### config.mk
export PLATFORM = sky130hd
export DESIGN_NAME = lsu_lane_align
export DESIGN_NICKNAME = d
export VERILOG_FILES = /design/src/rtl/lsu_align_pkg.sv /design/src/rtl/lsu_load_extend.sv /design/src/rtl/lsu_load_shift.sv /design/src/rtl/lsu_store_replicate.sv /design/src/rtl/lsu_lane_align.sv
export SDC_FILE = /design/constraint.sdc
export NUM_CORES = 1
export LEC_CHECK = 0
export BUFFER_PORTS_ARGS = -buffer_cell sky130_fd_sc_hd__buf_2
export CELL_PAD_IN_SITES_DETAIL_PLACEMENT = 0
export CELL_PAD_IN_SITES_GLOBAL_PLACEMENT = 1
export CORE_MARGIN = 3
export CORE_UTILIZATION = 43
export CTS_BUF_LIST = sky130_fd_sc_hd__clkbuf_8
export DETAILED_ROUTE_END_ITERATION = 10
export PLACE_DENSITY_LB_ADDON = 0.08
export SLEW_MARGIN = 10
export SYNTH_ARGS = -nofsm -noshare
export SYNTH_HDL_FRONTEND = slang
export SYNTH_HIERARCHICAL = 1
export SYNTH_SLANG_ARGS = --single-unit
### constraint.sdc
create_clock -name clk -period 3.97 [get_ports clk]
set_input_delay 0.5955 -clock clk [delete_from_list [all_inputs] [get_ports clk]]
set_output_delay 0.5955 -clock clk [all_outputs]
set_load 0.01 [all_outputs]
### src/rtl/lsu_align_pkg.sv
package lsu_align_pkg;

   typedef enum logic [1:0] {
      SZ_WORD = 2'd0,
      SZ_HALF = 2'd1,
      SZ_BYTE = 2'd2
   } acc_size_e;

   // byte flag takes priority over halfword flag
   function automatic acc_size_e size_from_flags(input logic is_half, input logic is_byte);
      if (is_byte)      return SZ_BYTE;
      else if (is_half) return SZ_HALF;
      else              return SZ_WORD;
   endfunction

endpackage

### src/rtl/lsu_load_extend.sv
module lsu_load_extend
   import lsu_align_pkg::*;
#(
   parameter int DATA_W = 32
) (
   input  acc_size_e           size_i,
   input  logic                sgn_i,
   input  logic [DATA_W-1:0]   raw_i,
   output logic [DATA_W-1:0]   ext_o
);
   localparam int HALF_W = 16;
   localparam int BYTE_W = 8;

   logic half_fill;
   logic byte_fill;

   assign half_fill = sgn_i & raw_i[HALF_W-1];
   assign byte_fill = sgn_i & raw_i[BYTE_W-1];

   always_comb begin
      case (size_i)
         SZ_BYTE: ext_o = {{(DATA_W-BYTE_W){byte_fill}}, raw_i[BYTE_W-1:0]};
         SZ_HALF: ext_o = {{(DATA_W-HALF_W){half_fill}}, raw_i[HALF_W-1:0]};
         default: ext_o = raw_i;
      endcase
   end

endmodule

### src/rtl/lsu_load_shift.sv
module lsu_load_shift #(
   parameter int DATA_W = 32,
   parameter int LO_W   = $clog2(DATA_W/8)
) (
   input  logic [DATA_W-1:0] val_i,
   input  logic [LO_W-1:0]   bytes_i,
   input  logic              arith_i,
   output logic [DATA_W-1:0] val_o
);
   logic [DATA_W-1:0] stg [0:LO_W];

   assign stg[0] = val_i;

   // one stage per address bit, each moving 8 << k bits
   for (genvar k = 0; k < LO_W; k++) begin : g_stage
      localparam int SH = 8 << k;
      logic [DATA_W-1:0] rot_v;
      logic [DATA_W-1:0] asr_v;
      assign rot_v = {stg[k][SH-1:0], stg[k][DATA_W-1:SH]};
      assign asr_v = {{SH{stg[k][DATA_W-1]}}, stg[k][DATA_W-1:SH]};
      assign stg[k+1] = bytes_i[k] ? (arith_i ? asr_v : rot_v) : stg[k];
   end

   assign val_o = stg[LO_W];

endmodule

### src/rtl/lsu_store_replicate.sv
module lsu_store_replicate
   import lsu_align_pkg::*;
#(
   parameter int DATA_W = 32
) (
   input  acc_size_e         size_i,
   input  logic [DATA_W-1:0] val_i,
   output logic [DATA_W-1:0] bus_o
);
   localparam int LANES = DATA_W / 8;

   for (genvar i = 0; i < LANES; i++) begin : g_lane
      localparam int HALF_SRC = 8 * (i % 2);
      assign bus_o[8*i +: 8] = (size_i == SZ_BYTE) ? val_i[7:0] :
                               (size_i == SZ_HALF) ? val_i[HALF_SRC +: 8] :
                                                     val_i[8*i +: 8];
   end

endmodule

### src/rtl/lsu_lane_align.sv
module lsu_lane_align
   import lsu_align_pkg::*;
#(
   parameter int DATA_W = 32,
   parameter int LO_W   = $clog2(DATA_W/8)
) (
   input  logic              clk,
   input  logic              rst_n,
   input  logic              ld_valid_i,
   input  logic [DATA_W-1:0] ld_data_i,
   input  logic [LO_W-1:0]   ld_addr_i,
   input  logic              ld_is_half_i,
   input  logic              ld_is_byte_i,
   input  logic              ld_signed_i,
   output logic              ld_valid_o,
   output logic [DATA_W-1:0] ld_data_o,
   input  logic              st_valid_i,
   input  logic [DATA_W-1:0] st_data_i,
   input  logic              st_is_half_i,
   input  logic              st_is_byte_i,
   output logic              st_valid_o,
   output logic [DATA_W-1:0] st_data_o,
   output logic              nonseq_o
);
   // elaboration-time parameter checks
   if (DATA_W < 32 || (DATA_W & (DATA_W - 1)) != 0) begin : g_bad_width
      $error("lsu_lane_align: DATA_W must be a power of two of at least 32");
   end
   if (LO_W != $clog2(DATA_W/8)) begin : g_bad_lo
      $error("lsu_lane_align: LO_W must equal log2 of the byte count");
   end

   acc_size_e         ld_size;
   acc_size_e         st_size;
   logic [LO_W-1:0]   ld_amt;
   logic [DATA_W-1:0] ld_ext;
   logic [DATA_W-1:0] ld_aligned;
   logic [DATA_W-1:0] st_bus;

   assign ld_size = size_from_flags(ld_is_half_i, ld_is_byte_i);
   assign st_size = size_from_flags(st_is_half_i, st_is_byte_i);

   // effective byte offset: bytes none, halfwords bit 0 only, words all bits
   always_comb begin
      case (ld_size)
         SZ_BYTE: ld_amt = '0;
         SZ_HALF: ld_amt = LO_W'(ld_addr_i[0]);
         default: ld_amt = ld_addr_i;
      endcase
   end

   lsu_load_extend #(.DATA_W(DATA_W)) u_ext (
      .size_i (ld_size),
      .sgn_i  (ld_signed_i),
      .raw_i  (ld_data_i),
      .ext_o  (ld_ext)
   );

   lsu_load_shift #(.DATA_W(DATA_W), .LO_W(LO_W)) u_shift (
      .val_i   (ld_ext),
      .bytes_i (ld_amt),
      .arith_i (ld_signed_i),
      .val_o   (ld_aligned)
   );

   lsu_store_replicate #(.DATA_W(DATA_W)) u_rep (
      .size_i (st_size),
      .val_i  (st_data_i),
      .bus_o  (st_bus)
   );

   // output stage: one clock models the post-load idle cycle
   always_ff @(posedge clk) begin
      if (!rst_n) begin
         ld_valid_o <= 1'b0;
         ld_data_o  <= '0;
         st_valid_o <= 1'b0;
         st_data_o  <= '0;
         nonseq_o   <= 1'b0;
      end else begin
         ld_valid_o <= ld_valid_i;
         st_valid_o <= st_valid_i;
         nonseq_o   <= ld_valid_i | st_valid_i;
         if (ld_valid_i) ld_data_o <= ld_aligned;
         if (st_valid_i) st_data_o <= st_bus;
      end
   end

endmodule

==> reports/results.tsv, run 1 <==
stage	metric	value	unit
run_status	outcome	complete, no violations	
timing	Peak Freq	0.336	GHz
grt	initial antenna violation count	0	
min_path	hold_sp	ld_data_o[1]	
floorplanning	Core ar.	0.0100	mm^2
worst_setup_path	critical path cell sequence	buf_2 -> nor2b_1 -> inv_1 -> ha_1 -> nand2b_4 -> o21ai_1 -> a21bo_2 -> a21oi_1 -> o32ai_1 -> mux2i_1 -> nor2b_1	
logic_synthesis	YS warnings	6	
detailed_routing	uppermost routed layer	met4	
power_and_ir_drop	worst vdd ir	0.000227	V
worst_setup_path	WP data arrival	3250	ps
logic_synthesis	Synth Area in Simple Gates	15.8	%
detailed_routing	Metal-1 WL	4.95	mm
detailed_routing	Final ANT Viol Nets	0	
worst_setup_path	kind of cell adding the most delay to the critical path	compound AO/OA/AOI/OAI gates	
grt	GRT Total Usage	21.4	%
placement	pre-CTS setup slack	736	ps
min_path	Hold Path Class	reg2reg	
finish	Final nets	649	
power_and_ir_drop	combinational power share	25.9	%
logic_synthesis	EDFF count, synth	0	
worst_setup_path	reg-to-reg slack, setup	3280	ps
timing	Final Max Slew Viols	0	
worst_setup_path	CP max stage delay	490	ps
logic_synthesis	unique cell type count in the Yosys netlist	35	
floorplanning	num rows	36	
detailed_routing	total wire length	12.7	mm
logic_synthesis	synthesized cell area	0.00454	mm^2
grt	grt ovf	0	
floorplanning	Die ar.	0.0118	mm^2
worst_setup_path	Slowest-stage cell, CP	ha_1	
worst_setup_path	WS Path Type	in2reg	
finish	layout cell share with drive strength beyond 1	33.8	%
power_and_ir_drop	internal power	0.00130	W
logic_synthesis	Top FF cell, synth	dfxtp_1	
detailed_routing	metal2 WL	6.54	mm
worst_setup_path	nature of the critical path endpoint	flip-flop	
worst_setup_path	most frequent CP cell	nor2b_1	
clock_tree	Skew-Pair Late Insertion Delay	330	ps
worst_setup_path	Startpoint Class	input port	
finish	final core utilization	51.7	%
clock_tree	H-tree levels	3	
logic_synthesis	largest family of logic cells by synthesized area	multiplexers	
power_and_ir_drop	share of power burned in registers	40.0	%
power_and_ir_drop	power per cell area	361	mW/mm^2
worst_setup_path	Worst EP required	4240	ps
grt	largest net degree at the start of global routing	68	
clock_tree	Clock Path Buffers	2	
grt	number of global-route vias before repair	3827	
detailed_routing	Vias/cell	5.27	
timing	min Tclk post-route	2980	ps
clock_tree	TritonCTS clock tree	yes	
clock_tree	CTS Buf Count	9	
power_and_ir_drop	sw frac	30.6	%
logic_synthesis	Cells after Synth	472	
power_and_ir_drop	Net Sw Power	0.000571	W
finish	register area	0.00134	mm^2
clock_tree	post-CTS setup buffer count	0	
logic_synthesis	syn_area_per_cell	9.63	um^2
timing	Setup Viol. Count Final	0	
clock_tree	Root Buffer	clkbuf_8	
logic_synthesis	mux contribution to synthesized area	29.2	%
detailed_routing	metal3 WL	942	um
timing	relative slew slack	30.3	%
power_and_ir_drop	clock power share	34.0	%
detailed_routing	1st-pass router iterations	4	
placement	detailed placer's ending HPWL	9.22	mm
worst_setup_path	crit path max fanout	19	
worst_setup_path	r2r endpoint	ld_data_o[29]	
floorplanning	Die W	109	um
worst_setup_path	Worst Reg-to-Reg Cells	2	
placement	Port Buffer Count	141	
logic_synthesis	Post-synth ARST share	0	%
detailed_routing	vias	3742	
logic_synthesis	Seq cells post-synth	67	
floorplanning	Ports	142	
timing	setup ws final	991	ps
detailed_routing	WL/cell	17.9	um
detailed_routing	DRT iter0 DRCs	180	
clock_tree	clk slew on worst S/H paths	80	ps
timing	Post-Route Setup TNS	0	ps
timing	RSZ-0062 raised after global routing	no	
finish	number of fill cells	1012	
logic_synthesis	syn_nets	549	
logic_synthesis	XOR/XNOR Fraction of Synth Area	0.606	%
finish	Multi-input gate area	0.00270	mm^2
logic_synthesis	Seq/Total Area, Yosys	29.5	%
finish	synth-to-layout area growth	13.8	%
detailed_routing	drt drc	0	
grt	global-route wire length before repair	19.5	mm
clock_tree	TritonCTS Sinks	67	
timing	Worst Skew	0	ps
timing	Tightest Pin Transition	1040	ps
floorplanning	die height	109	um
placement	routability cong.	0.848	
clock_tree	hold buffer count at cts	0	
job	maximum capacitance violations	0	
worst_setup_path	Crit Reg-Reg Startpoint	ld_data_o[29]	
clock_tree	CTS resizes	0	
logic_synthesis	complex-gate fraction of the synthesized area	12.9	%
power_and_ir_drop	leakage	2.43	nW
logic_synthesis	Post-Synth Adder-Cell Area	0.551	%
timing	Final Hold Vio Count	0	
timing	Final Cycle Share	75.0	%
min_path	Worst Hold End	ld_data_o[1]	
worst_setup_path	Buf/Inv on CP	2	
min_path	Hold Crit Depth	2	
floorplanning	Initial Util	45.4	%
finish	Ant. Diodes	0	
-- tightest hold or removal path: cells and delay by family (launching register included) --
kind / cells / cell delay, ps
multiplexers: 1 / 60
AND/OR/NAND/NOR: 1 / 90
flip-flops: 1 / 330
-- cell type report --
cell class,instances,area share (%)
sequential,67,25.9
inverter,3,0.218
tap,133,3.22
clock buffer,9,2.40
clock inverter,7,1.81
timing repair buffer,145,14.2
multi-input combinational,346,52.2
-- synthesized netlist by cell type, types with 2 or more instances --
library cell	number	share of area [%]
buf_4	19	3.1
nand2_1	24	2.0
inv_1	3	0.25
nor2b_1	83	11
o21ai_0	7	0.77
o32ai_1	8	1.5
buf_12	6	2.6
o21ai_1	16	1.8
buf_6	15	3.7
ha_1	2	0.55
clkbuf_1	4	0.33
nand2b_1	2	0.28
mux2i_1	103	23
a211oi_1	16	2.6
o22ai_1	14	1.9
a21oi_1	17	1.9
mux2_2	23	5.7
and2_1	2	0.28
nor2_1	8	0.66
buf_2	12	1.3
a21o_1	8	1.3
dfxtp_1	67	30
-- power by group through the flow --
stage	clock network, W	registers (W)	logic [W]
floorplan	0	0.000784	0.000339
finish	0.000636	0.000748	0.000485
global placement	0	0.000762	0.000480
global route	0.000682	0.000754	0.000535
CTS	0.000654	0.000749	0.000488
detailed placement	0	0.000763	0.000487
-- stage by stage --
stage               area (um^2)  std cells  total power [W]  hold WS, ps
floorplan                  4540        472          0.00112          538
global placement           4950        694          0.00124          490
detailed placement         4950        694          0.00125          500
CTS                        5170        710          0.00189          519
global route               5170        710          0.00197          544
finish                     5170        710          0.00187          517
-- layout by cell type, fill, tap and decap left out, types with 2 or more instances in the layout --
| master | n |
|---|---|
| o21ai_1 | 16 |
| o21ai_0 | 7 |
| nand2_1 | 24 |
| buf_4 | 4 |
| buf_2 | 141 |
| nand2b_1 | 2 |
| bufinv_16 | 2 |
| and2_1 | 2 |
| dfxtp_1 | 67 |
| clkbuf_8 | 9 |
| nor2_1 | 8 |
| a211oi_1 | 16 |
| clkinv_4 | 2 |
| o22ai_1 | 14 |
| nor2b_4 | 2 |
| a21oi_1 | 17 |
| mux2_2 | 23 |
| mux2i_1 | 103 |
| a21o_1 | 8 |
| ha_1 | 2 |
| nor2b_1 | 81 |
| o32ai_1 | 8 |
| inv_1 | 4 |
-- routing by layer --
layer  up-vias  track usage [%]
li1       1848                -
met4         0             6.94
met1      1740             23.6
met3        21             6.28
met2       133             39.1
met5         -                0
-- worst max-delay path by stage --
| stage | from | end | slack, ps | depth (start not counted) |
|---|---|---|---|---|
| finish | ld_is_byte_i | ld_data_o[29] | 990 | 11 |
| global route | ld_is_byte_i | ld_data_o[30] | 790 | 11 |
| CTS | ld_is_byte_i | ld_data_o[29] | 1030 | 11 |
| detailed placement | ld_is_byte_i | ld_data_o[30] | 740 | 11 |
| global placement | ld_is_byte_i | ld_data_o[26] | 860 | 11 |
| floorplan | ld_is_half_i | ld_data_o[24] | 1450 | 11 |
-- flip-flops by register name, indices dropped and copies added, names as in the netlist --
register	cells
ld_data_o	32
ld_valid_o	1
nonseq_o	1
st_data_o	32
st_valid_o	1
-- kinds of logic after synthesis --
logic type,after synthesis
DFF,67
buffers and inverters,59
AOI/OAI and AO/OA,91
adders and majority gates,2
and+or+nand+nor,124
xor gates and xnor gates,1
muxes,128
(Power assumes the default switching activity.)
==> run 2, diff against run 1 <==
--- a/config.mk
+++ b/config.mk
@@ -9,7 +9,7 @@
 export CELL_PAD_IN_SITES_DETAIL_PLACEMENT = 0
 export CELL_PAD_IN_SITES_GLOBAL_PLACEMENT = 1
 export CORE_MARGIN = 3
-export CORE_UTILIZATION = 43
+export CORE_UTILIZATION = 40
 export CTS_BUF_LIST = sky130_fd_sc_hd__clkbuf_8
 export DETAILED_ROUTE_END_ITERATION = 10
 export PLACE_DENSITY_LB_ADDON = 0.08
==> constraint.sdc (replaced) <==
create_clock -name clk -period 2.9 [get_ports clk]
set_input_delay 0.435 -clock clk [delete_from_list [all_inputs] [get_ports clk]]
set_output_delay 0.435 -clock clk [all_outputs]
set_load 0.01 [all_outputs]
==> run 2 against run 1 <==
Against the previous run:
- first-iteration DRC count fell by 11%
- non-clock buffer count rose by 5
- cell area rose by 0.65%
- count of clock-buffer cells in the layout did not move
- critical endpoint is now ld_data_o[26]
- register-to-register slack got worse by 1000 ps
- sequential share of layout area fell by 0.17 points
- global-route usage fell by 1.4 points
- combinational power rose by 39%
==> reports/results.tsv, run 2 (synthesis gave the netlist of run 1 again) <==
stage	metric	value	unit	change
finish	number of fill cells	1076		was 1012
timing	Final Cycle Share	79.1	%	
grt	grt ovf	0		unchanged
placement	Port Buffer Count	141		unchanged
worst_setup_path	Startpoint Class	input port		unchanged
floorplanning	die height	113	um	was 109 um
detailed_routing	Final ANT Viol Nets	0		unchanged
placement	pre-CTS setup slack	229	ps	was 736 ps
finish	Final nets	654		was 649
clock_tree	post-CTS setup buffer count	0		unchanged
grt	met1 usage	23.0	%	was 23.6%
finish	Multi-input gate area	0.00270	mm^2	unchanged
grt	number of global-route vias before repair	3792		was 3827
floorplanning	num rows	38		was 36
worst_setup_path	Worst EP required	3190	ps	was 4240 ps
clock_tree	Skew-Pair Late Insertion Delay	360	ps	was 330 ps
clock_tree	TritonCTS Sinks	67		unchanged
grt	global-route wire length before repair	20.0	mm	was 19.5 mm
grt	M3 GR Usage	7.01	%	was 6.28%
worst_setup_path	nature of the critical path endpoint	flip-flop		unchanged
floorplanning	Die ar.	0.0127	mm^2	was 0.0118 mm^2
detailed_routing	drt drc	0		unchanged
timing	min Tclk post-route	2290	ps	
timing	Post-Route Setup TNS	0	ps	unchanged
finish	synth-to-layout area growth	14.6	%	was 13.8%
clock_tree	CTS resizes	0		unchanged
timing	Worst Skew	0	ps	unchanged
finish	biggest regs	ld_data_o x32, st_data_o x32		unchanged
finish	finished layout cell area	0.00520	mm^2	was 0.00517 mm^2
grt	initial antenna violation count	0		unchanged
detailed_routing	1st-pass router iterations	4		unchanged
detailed_routing	total wire length	12.6	mm	was 12.7 mm
grt	largest net degree at the start of global routing	68		unchanged
floorplanning	Ports	142		unchanged
finish	register area	0.00134	mm^2	unchanged
timing	RSZ-0062 raised after global routing	no		unchanged
timing	relative slew slack	30.9	%	was 30.3%
worst_setup_path	WP data arrival	2590	ps	was 3250 ps
floorplanning	Core ar.	0.0110	mm^2	was 0.0100 mm^2
clock_tree	TritonCTS clock tree	yes		unchanged
clock_tree	Clock Path Buffers	2		unchanged
timing	Setup Viol. Count Final	0		unchanged
timing	Final Max Slew Viols	0		unchanged
finish	most common cell after layout, fill and taps aside	buf_2		unchanged
power_and_ir_drop	leakage	2.44	nW	was 2.43 nW
grt	global routing usage on met2	34.4	%	was 39.1%
grt	grt peak-use layer	met2		unchanged
min_path	Hold Path Class	in2reg		was reg2reg
clock_tree	Root Buffer	clkbuf_8		unchanged
floorplanning	Die W	113	um	was 109 um
detailed_routing	Vias/cell	5.16		was 5.27
job	maximum capacitance violations	0		unchanged
floorplanning	Initial Util	41.4	%	was 45.4%
grt	GRT Total Usage	20.0	%	was 21.4%
timing	Peak Freq	0.436	GHz	
clock_tree	CTS Buf Count	9		unchanged
timing	setup ws final	606	ps	was 991 ps
finish	Ant. Diodes	0		unchanged
clock_tree	clk slew on worst S/H paths	70	ps	was 80 ps
run_status	outcome	complete, no violations		unchanged
finish	most frequent cells in the layout	buf_2, mux2i_1, nor2b_1		unchanged
placement	routability cong.	0.820		was 0.848
detailed_routing	vias	3715		was 3742
timing	Tightest Pin Transition	1040	ps	about the same
placement	placed instance area	0.00502	mm^2	was 0.00495 mm^2
detailed_routing	WL/cell	17.4	um	was 17.9 um
worst_setup_path	crit path max fanout	16		was 19
clock_tree	hold buffer count at cts	0		unchanged
worst_setup_path	WS Path Type	in2reg		unchanged
placement	detailed placer's ending HPWL	9.33	mm	was 9.22 mm
power_and_ir_drop	worst vdd ir	0.000292	V	was 0.000227 V
detailed_routing	DRT iter0 DRCs	160		was 180
timing	Final Hold Vio Count	0		unchanged
power_and_ir_drop	power per cell area	472	mW/mm^2	was 361 mW/mm^2
clock_tree	H-tree levels	3		unchanged
finish	layout cell share with drive strength beyond 1	34.3	%	was 33.8%
run 2: through the flow:
stage / hold WS, ps / power [W] / instances / utilization (%)
2_1_floorplan: 538 / 0.00154 / 472 / -
3_3_place_gp: 492 / 0.00171 / 706 / 45.8
3_5_place_dp: 497 / 0.00172 / 706 / 45.8
4_1_cts: 376 / 0.00250 / 720 / 47.4
5_1_grt: 386 / 0.00260 / 720 / 47.4
6_report: 391 / 0.00246 / 720 / 47.4
run 2: worst paths after layout:
check | slack, ps | depth (start not counted) | endpoint | start
setup / recovery | 610 | 11 | ld_data_o[26] | ld_is_byte_i
setup reg to reg | 2270 | 2 | ld_data_o[24] | ld_data_o[24]
hold reg to reg | 510 | 2 | ld_data_o[15] | ld_data_o[15]
hold / removal | 390 | 3 | st_data_o[3] | st_data_i[3]
run 2: metal layers:
metal  wire [um]  vias to the layer above
met5           0                        -
met4         268                        0
met3         950                       17
met2        6270                      117
met1        5070                     1729
li1            -                     1852
run 2: critical path, stage by stage:
cell and delay (ps):
buf_2 140, nor2b_1 160, inv_1 60, ha_1 330, nand2b_4 220, o21ai_1 200
a21bo_2 270, a21oi_1 90, o32ai_1 410, mux2i_1 150, nor2b_1 120
run 2: layout make-up:
cell class                 count  area share (%)
multi-input combinational    346            51.9
clock inverter                 5            1.08
tap                          140            3.37
inverter                       3           0.216
timing repair buffer         150            15.3
clock buffer                   9            2.38
sequential                    67            25.8
run 2: power by group:
part / switching [W] / internal (W) / total [W]
registers: 0.0000332 / 0.000988 / 0.00102
logic: 0.000358 / 0.000314 / 0.000672
clock network: 0.000376 / 0.000386 / 0.000762
